===== src/rtl/vpm_pkg.sv =====
package vpm_pkg;

  localparam int VEC_W   = 128;
  localparam int LANE_W  = 32;
  localparam int N_LANES = VEC_W / LANE_W;
  localparam int MEM_W   = 64;
  localparam int OP_W    = 4;

  localparam logic [OP_W-1:0] OP_LD_HI  = 4'd1;
  localparam logic [OP_W-1:0] OP_ST_HI  = 4'd2;
  localparam logic [OP_W-1:0] OP_LD_LO  = 4'd3;
  localparam logic [OP_W-1:0] OP_ST_LO  = 4'd4;
  localparam logic [OP_W-1:0] OP_MV_H2L = 4'd5;
  localparam logic [OP_W-1:0] OP_MV_L2H = 4'd6;
  localparam logic [OP_W-1:0] OP_MV_S32 = 4'd7;
  localparam logic [OP_W-1:0] OP_LD_S32 = 4'd8;
  localparam logic [OP_W-1:0] OP_ST_S32 = 4'd9;
  localparam logic [OP_W-1:0] OP_MV_S64 = 4'd10;
  localparam logic [OP_W-1:0] OP_LD_S64 = 4'd11;
  localparam logic [OP_W-1:0] OP_ST_S64 = 4'd12;

  typedef enum logic [1:0] {
    LANE_KEEP = 2'd0,
    LANE_ZERO = 2'd1,
    LANE_REG  = 2'd2,
    LANE_MEM  = 2'd3
  } lane_kind_e;

  typedef struct packed {
    lane_kind_e kind;
    logic [1:0] idx;
  } lane_sel_t;

endpackage


===== src/rtl/vpm_regfile.sv =====
module vpm_regfile #(
  parameter int NREGS = 16,
  parameter int WIDTH = 128,
  localparam int IDXW = $clog2(NREGS)
) (
  input  logic             clk,
  input  logic             rst,
  input  logic             we,
  input  logic [IDXW-1:0]  waddr,
  input  logic [WIDTH-1:0] wdata,
  input  logic [IDXW-1:0]  raddr_dst,
  input  logic [IDXW-1:0]  raddr_src,
  input  logic [IDXW-1:0]  raddr_dbg,
  output logic [WIDTH-1:0] rdata_dst,
  output logic [WIDTH-1:0] rdata_src,
  output logic [WIDTH-1:0] rdata_dbg
);

  logic [WIDTH-1:0] regs [NREGS];

  for (genvar i = 0; i < NREGS; i++) begin : g_reg
    always_ff @(posedge clk) begin
      if (rst) begin
        regs[i] <= '0;
      end else if (we && (waddr == IDXW'(i))) begin
        regs[i] <= wdata;
      end
    end
  end

  // Reads see the value held before this cycle's write.
  assign rdata_dst = regs[raddr_dst];
  assign rdata_src = regs[raddr_src];
  assign rdata_dbg = regs[raddr_dbg];

endmodule


===== src/rtl/vpm_lane_plan.sv =====
module vpm_lane_plan
  import vpm_pkg::*;
(
  input  logic [OP_W-1:0]              op,
  output lane_sel_t [N_LANES-1:0]      plan,
  output logic                         write_en,
  output logic                         store_en,
  output logic [1:0]                   st_lo_lane,
  output logic [1:0]                   st_hi_lane,
  output logic                         st_hi_zero
);

  function automatic lane_sel_t sel(input lane_kind_e k, input logic [1:0] i);
    lane_sel_t s;
    s.kind = k;
    s.idx  = i;
    return s;
  endfunction

  always_comb begin
    for (int l = 0; l < N_LANES; l++) begin
      plan[l] = sel(LANE_KEEP, 2'd0);
    end
    write_en   = 1'b0;
    store_en   = 1'b0;
    st_lo_lane = 2'd0;
    st_hi_lane = 2'd1;
    st_hi_zero = 1'b0;

    unique case (op)
      OP_LD_HI: begin
        write_en = 1'b1;
        plan[2]  = sel(LANE_MEM, 2'd0);
        plan[3]  = sel(LANE_MEM, 2'd1);
      end
      OP_LD_LO: begin
        write_en = 1'b1;
        plan[0]  = sel(LANE_MEM, 2'd0);
        plan[1]  = sel(LANE_MEM, 2'd1);
      end
      OP_MV_H2L: begin
        write_en = 1'b1;
        plan[0]  = sel(LANE_REG, 2'd2);
        plan[1]  = sel(LANE_REG, 2'd3);
      end
      OP_MV_L2H: begin
        write_en = 1'b1;
        plan[2]  = sel(LANE_REG, 2'd0);
        plan[3]  = sel(LANE_REG, 2'd1);
      end
      OP_MV_S32: begin
        write_en = 1'b1;
        plan[0]  = sel(LANE_REG, 2'd0);
      end
      OP_LD_S32: begin
        write_en = 1'b1;
        plan[0]  = sel(LANE_MEM, 2'd0);
        plan[1]  = sel(LANE_ZERO, 2'd0);
        plan[2]  = sel(LANE_ZERO, 2'd0);
        plan[3]  = sel(LANE_ZERO, 2'd0);
      end
      OP_MV_S64: begin
        write_en = 1'b1;
        plan[0]  = sel(LANE_REG, 2'd0);
        plan[1]  = sel(LANE_REG, 2'd1);
      end
      OP_LD_S64: begin
        write_en = 1'b1;
        plan[0]  = sel(LANE_MEM, 2'd0);
        plan[1]  = sel(LANE_MEM, 2'd1);
        plan[2]  = sel(LANE_ZERO, 2'd0);
        plan[3]  = sel(LANE_ZERO, 2'd0);
      end
      OP_ST_HI: begin
        store_en   = 1'b1;
        st_lo_lane = 2'd2;
        st_hi_lane = 2'd3;
      end
      OP_ST_LO, OP_ST_S64: begin
        store_en   = 1'b1;
        st_lo_lane = 2'd0;
        st_hi_lane = 2'd1;
      end
      OP_ST_S32: begin
        store_en   = 1'b1;
        st_lo_lane = 2'd0;
        st_hi_zero = 1'b1;
      end
      default: begin
        write_en = 1'b0;
        store_en = 1'b0;
      end
    endcase
  end

endmodule


===== src/rtl/vpm_lane_merge.sv =====
module vpm_lane_merge
  import vpm_pkg::*;
(
  input  lane_sel_t [N_LANES-1:0] plan,
  input  logic [VEC_W-1:0]        dst_old,
  input  logic [VEC_W-1:0]        src_old,
  input  logic [MEM_W-1:0]        mem,
  output logic [VEC_W-1:0]        merged
);

  localparam int LSB_W = $clog2(LANE_W);

  for (genvar l = 0; l < N_LANES; l++) begin : g_lane
    logic [LANE_W-1:0] lane_v;

    always_comb begin
      unique case (plan[l].kind)
        LANE_KEEP: lane_v = dst_old[l*LANE_W +: LANE_W];
        LANE_ZERO: lane_v = '0;
        LANE_REG:  lane_v = src_old[{plan[l].idx, {LSB_W{1'b0}}} +: LANE_W];
        LANE_MEM:  lane_v = mem[{plan[l].idx[0], {LSB_W{1'b0}}} +: LANE_W];
        default:   lane_v = dst_old[l*LANE_W +: LANE_W];
      endcase
    end

    assign merged[l*LANE_W +: LANE_W] = lane_v;
  end

endmodule


===== src/rtl/vpm_store_stage.sv =====
module vpm_store_stage #(
  parameter int WIDTH = 64
) (
  input  logic             clk,
  input  logic             rst,
  input  logic             take,
  input  logic             load,
  input  logic [WIDTH-1:0] data_in,
  input  logic             out_ready,
  output logic             out_valid,
  output logic [WIDTH-1:0] out_data
);

  always_ff @(posedge clk) begin
    if (rst) begin
      out_valid <= 1'b0;
      out_data  <= '0;
    end else if (take && load) begin
      out_valid <= 1'b1;
      out_data  <= data_in;
    end else if (take || out_ready) begin
      out_valid <= 1'b0;
    end
  end

endmodule


===== src/rtl/vpm_unit.sv =====
module vpm_unit
  import vpm_pkg::*;
#(
  parameter int NREGS = 16,
  localparam int IDXW = $clog2(NREGS)
) (
  input  logic              clk,
  input  logic              rst,
  input  logic              req_valid,
  output logic              req_ready,
  input  logic [OP_W-1:0]   req_op,
  input  logic [IDXW-1:0]   req_dst,
  input  logic [IDXW-1:0]   req_src,
  input  logic [MEM_W-1:0]  req_mem,
  output logic              st_valid,
  input  logic              st_ready,
  output logic [MEM_W-1:0]  st_data,
  input  logic [IDXW-1:0]   dbg_idx,
  output logic [VEC_W-1:0]  dbg_data
);

  localparam int LSB_W = $clog2(LANE_W);

  logic                    fire;
  logic                    rf_we;
  logic [VEC_W-1:0]        rf_wdata;
  logic [VEC_W-1:0]        dst_old;
  logic [VEC_W-1:0]        src_old;
  lane_sel_t [N_LANES-1:0] plan;
  logic                    plan_we;
  logic                    plan_st;
  logic [1:0]              st_lo_lane;
  logic [1:0]              st_hi_lane;
  logic                    st_hi_zero;
  logic [MEM_W-1:0]        st_word;

  // A blocked store word holds back every request to keep ordering.
  assign req_ready = !st_valid || st_ready;
  assign fire      = req_valid && req_ready;

  vpm_lane_plan u_plan (
    .op         (req_op),
    .plan       (plan),
    .write_en   (plan_we),
    .store_en   (plan_st),
    .st_lo_lane (st_lo_lane),
    .st_hi_lane (st_hi_lane),
    .st_hi_zero (st_hi_zero)
  );

  vpm_regfile #(
    .NREGS (NREGS),
    .WIDTH (VEC_W)
  ) u_rf (
    .clk       (clk),
    .rst       (rst),
    .we        (rf_we),
    .waddr     (req_dst),
    .wdata     (rf_wdata),
    .raddr_dst (req_dst),
    .raddr_src (req_src),
    .raddr_dbg (dbg_idx),
    .rdata_dst (dst_old),
    .rdata_src (src_old),
    .rdata_dbg (dbg_data)
  );

  vpm_lane_merge u_merge (
    .plan    (plan),
    .dst_old (dst_old),
    .src_old (src_old),
    .mem     (req_mem),
    .merged  (rf_wdata)
  );

  assign rf_we = fire && plan_we;

  assign st_word[LANE_W-1:0] = src_old[{st_lo_lane, {LSB_W{1'b0}}} +: LANE_W];
  assign st_word[MEM_W-1:LANE_W] = st_hi_zero ? '0
                                 : src_old[{st_hi_lane, {LSB_W{1'b0}}} +: LANE_W];

  vpm_store_stage #(
    .WIDTH (MEM_W)
  ) u_store (
    .clk       (clk),
    .rst       (rst),
    .take      (fire),
    .load      (plan_st),
    .data_in   (st_word),
    .out_ready (st_ready),
    .out_valid (st_valid),
    .out_data  (st_data)
  );

endmodule


===== config.mk =====
export PLATFORM = sky130hd
export DESIGN_NAME = vpm_unit
export DESIGN_NICKNAME = d
export VERILOG_FILES = /design/src/rtl/vpm_pkg.sv /design/src/rtl/vpm_regfile.sv /design/src/rtl/vpm_lane_plan.sv /design/src/rtl/vpm_lane_merge.sv /design/src/rtl/vpm_store_stage.sv /design/src/rtl/vpm_unit.sv
export SDC_FILE = /design/constraint.sdc
export NUM_CORES = 2
export LEC_CHECK = 0
export BUFFER_PORTS_ARGS = -buffer_cell sky130_fd_sc_hd__clkbuf_2
export CORE_ASPECT_RATIO = 1.4
export CORE_MARGIN = 2
export CORE_UTILIZATION = 35
export CTS_CLUSTER_DIAMETER = 80
export DETAILED_ROUTE_END_ITERATION = 12
export PLACE_DENSITY_LB_ADDON = 0.2
export SYNTH_ARGS = -nofsm -noshare
export SYNTH_HDL_FRONTEND = slang
export SYNTH_SLANG_ARGS = --single-unit

===== constraint.sdc =====
create_clock -name clk -period 11.5 [get_ports clk]
set_input_delay 1.15 -clock clk [delete_from_list [all_inputs] [get_ports clk]]
set_output_delay 1.15 -clock clk [all_outputs]
set_load 0.05 [all_outputs]

==> flow_summary.toml <==
[run_status]
outcome = "completed"

[die]
rows = 259
fp.dieH_um = 711
pin_count = 278
start_util_pct = 35.2
dieWidth_um = 509
core_area_sq_um = 355000
dieArea_sq_um = 362000

[worst_setup_path]
slowest_stage = "buf_4"
regToRegStartpoint = "u_store.out_valid$_SDFFE_PP0P_"
path_buf_inv = 4
reg2reg_slack_ns = 6.66
crit_family = "buffers and inverters"
rr_worst_depth = 7
cp-startpoint = "dbg_idx[0]"
cp_common_cell = "mux4_2"
r2r-end = "u_rf.regs[6][43]$_SDFFCE_PN0P_"
cp.arrival_ns = 4.81
cp_cell_sequence = "buf_8, buf_12, buf_4, mux4_2, mux4_2, clkbuf_2"
cp-start-kind = "primary input"
crit_required_ns = 10.35
path_class = "in -> out"
crit_path_max_fanout = 75
worstSetupEndpointType = "output port"
slowest_delay_ns = 0.65

[logic_synthesis]
ys_ff_latch = 2113
async_flop_share_pct = 0
yosys.cell_types.count = 76
synth_area_sq_um = 125000
syn_avg_cell_area_sq_um = 15.0
syn-num-nets = 8441
seq_area_frac_synth_pct = 50.2
synthFlopType = "edfxtp_1"
netlist_instances = 8357
yosys_warnings = 0
synth-edff-count = 2048

[route]
antenna_left = 0
post-route-drc-count = 0
num_vias = 90700
drt-pass1-iter-count = 9
vias_per_cell = 6.90
wl_per_cell_um = 43.2
routed_wl_mm = 568
drt_iter0_drc = 14500

[finish]
multiInputGateArea_sq_um = 58400
regArea_sq_um = 62800
fin_nets = 8323
fillers = 32700
synthToLayoutAreaGrowth_pct = 11.1
final_layout_size_suffix_gt1_share_pct = 34.1
fin_cells = 13100

[sta]
timing.fmax_mhz = 168
finalSetupTns_ns = 0
period_needed_ns = 5.96
finalClockSkew_ns = 0.101
fin_crit_sh_pct = 51.8
finalWorstSetupSlack_ns = 5.54
maxSlewHeadroom_pct = 3.75
finalSetupViolCount = 0
slew_violations = 0
tightest_slew_ns = 1.44
hold_violations = 0
rsz0062_at_grt = "false"

[worst_hold_path]
worstHoldPathCells = 2
hold_class = "reg -> reg"
worstHoldEndpoint = "u_store.out_data[17]$_SDFFE_PP0P_"
holdCritStartpoint = "u_store.out_data[17]$_SDFFE_PP0P_"

[grt]
grt_pass1_wl_mm = 767
grt.total_usage_pct = 30.7
grt-ovfl-total = 0
grt_pass1_vias = 88900
grt_start_max_net_pins = 112
antenna_found_initial = 53

[clocking]
ctsRootBufferMaster = "clkbuf_16"
cts_buffer_depth = 4
insertion_delay_ns = 0.97
ctsHtreeMaxLevel = 4
post_cts_resized = 0
cts_setup_buffers = 0
cts_tree = "done"
cts_made_buffers = 226
hold_buffers = 0
cts.reportedPaths.clkPinSlew_ns = 0.07
cts_sinks = 2113

[placed_design]
io_buffers = 277
hpwl_mm = 332
pre_cts_ws_ns = 5.17
placedCellCount = 12700
gp_congestion = 0.889

[power]
power.leakage_nw = 47.3
ir_worst_vdd_uv = 123
power_mw = 20.4
p_per_area_nw_per_um2 = 147

[run]
drv_cap = 0
[cell type report]
cell class | instances | share of cell area [%]
Sequential cell | 2113 | 45.2
Multi-Input combinational cell | 5316 | 42.1
Clock buffer | 286 | 4.42
Tap cell | 4698 | 4.23
Timing Repair Buffer | 572 | 2.90
Clock inverter | 126 | 1.10
Antenna cell | 25 | 0.0450
Inverter | 10 | 0.0270
[per-layer routing]
metal / part of all wire [%] / global-route usage, % / vias to the layer above
met5: 0.044 / 0 / -
met4: 6.8 / 17.7 / 40
met3: 12 / 7.54 / 1578
met2: 46 / 47.8 / 7438
met1: 35 / 39.1 / 48400
li1: - / - / 33300
[worst max-delay path by stage]
stage	endpoint	slack, ns	depth (start not counted)
after floorplan	u_rf.regs[11][0]$_SDFFCE_PN0P_	5.76	8
after global placement	u_rf.regs[4][40]$_SDFFCE_PN0P_	5.19	9
after detailed placement	u_rf.regs[12][40]$_SDFFCE_PN0P_	5.17	9
after CTS	dbg_data[111]	5.48	6
after global routing	dbg_data[111]	5.30	6
final	dbg_data[111]	5.54	6
[synthesized netlist by cell type, drive strengths merged, types with 5 or more instances]
cell type,number,area [sq um]
a2111oi,6,71.3
a211oi,38,310
a21o,18,135
a21oi,58,294
a221o,28,280
a221oi,36,484
a222oi,15,150
a22o,18,158
a22oi,84,631
a32o,5,50.1
a32oi,6,52.6
and2,12,75.1
and3,6,37.5
buf,484,2570
clkbuf,434,1630
dfxtp,65,1300
edfxtp,2048,61500
inv,10,37.5
mux2,106,1190
mux2i,368,3680
mux4,1707,38400
nand2,186,698
nand2b,16,100
nand3,54,270
nor2,2091,7850
nor2b,30,188
nor3,108,586
nor3b,6,45.0
nor4,13,156
o2111ai,5,43.8
o211ai,24,180
o21ai,124,621
o221ai,18,158
o22ai,61,382
o2bb2ai,10,87.6
o32ai,8,100
[cell usage in the layout, fill, tap and decap left out, drive strengths merged, types with 8 or more instances in the layout]
| master | synthesis | final |
|---|---|---|
| a222oi | 15 | 15 |
| o22ai | 61 | 61 |
| o221ai | 18 | 18 |
| nand2b | 16 | 16 |
| and2 | 12 | 12 |
| buf | 484 | 307 |
| a211oi | 38 | 38 |
| edfxtp | 2048 | 2048 |
| a22oi | 84 | 84 |
| o2bb2ai | 10 | 10 |
| mux2 | 106 | 106 |
| clkinvlp | 0 | 18 |
| o211ai | 24 | 24 |
| a221o | 28 | 28 |
| nor2b | 30 | 30 |
| nor3 | 108 | 108 |
| inv | 10 | 14 |
| nor4 | 13 | 13 |
| nand2 | 186 | 186 |
| bufinv | 0 | 33 |
| mux4 | 1707 | 1707 |
| diode | 0 | 25 |
| clkbuf | 434 | 551 |
| nand3 | 54 | 54 |
| mux2i | 368 | 368 |
| clkinv | 0 | 71 |
| o32ai | 8 | 8 |
| a221oi | 36 | 36 |
| a21o | 18 | 18 |
| dfxtp | 65 | 65 |
| a21oi | 58 | 58 |
| a22o | 18 | 18 |
| nor2 | 2091 | 2091 |
| o21ai | 124 | 124 |
[worst min-delay path: stages (launching register included)]
cell and delay (ns):
dfxtp_1 0.31, nand2_1 0.05, a21oi_1 0.05
[registers in the layout, indices dropped and copies added (netlist names)]
register / flops
u_rf.regs: 2048
u_store.out_data: 64
u_store.out_valid: 1
[stage by stage]
step	hold WS (ns)	util (%)	instance area (sq um)
floorplan	0.654	-	125000
global placement	0.449	36.9	131000
detailed placement	0.451	36.9	131000
CTS	0.461	39.1	139000
global route	0.484	39.1	139000
finish	0.460	39.1	139000
[kinds of logic after synthesis]
kind of cell,after synthesis,share of synthesized area [%]
AND/OR/NAND/NOR,2549,8.18
multiplexers,2181,34.7
flip-flops,2113,50.2
buffers and inverters,928,3.39
AO/OA/AOI/OAI,585,3.51
XOR/XNOR,1,0.00701
[power breakdown]
part / switching, mW / internal (mW)
Sequential: 0.230 / 8.74
Combinational: 2.36 / 1.24
Clock: 3.37 / 4.50
Total: 5.96 / 14.5
Note: power is estimated with default switching activity, not from simulation.
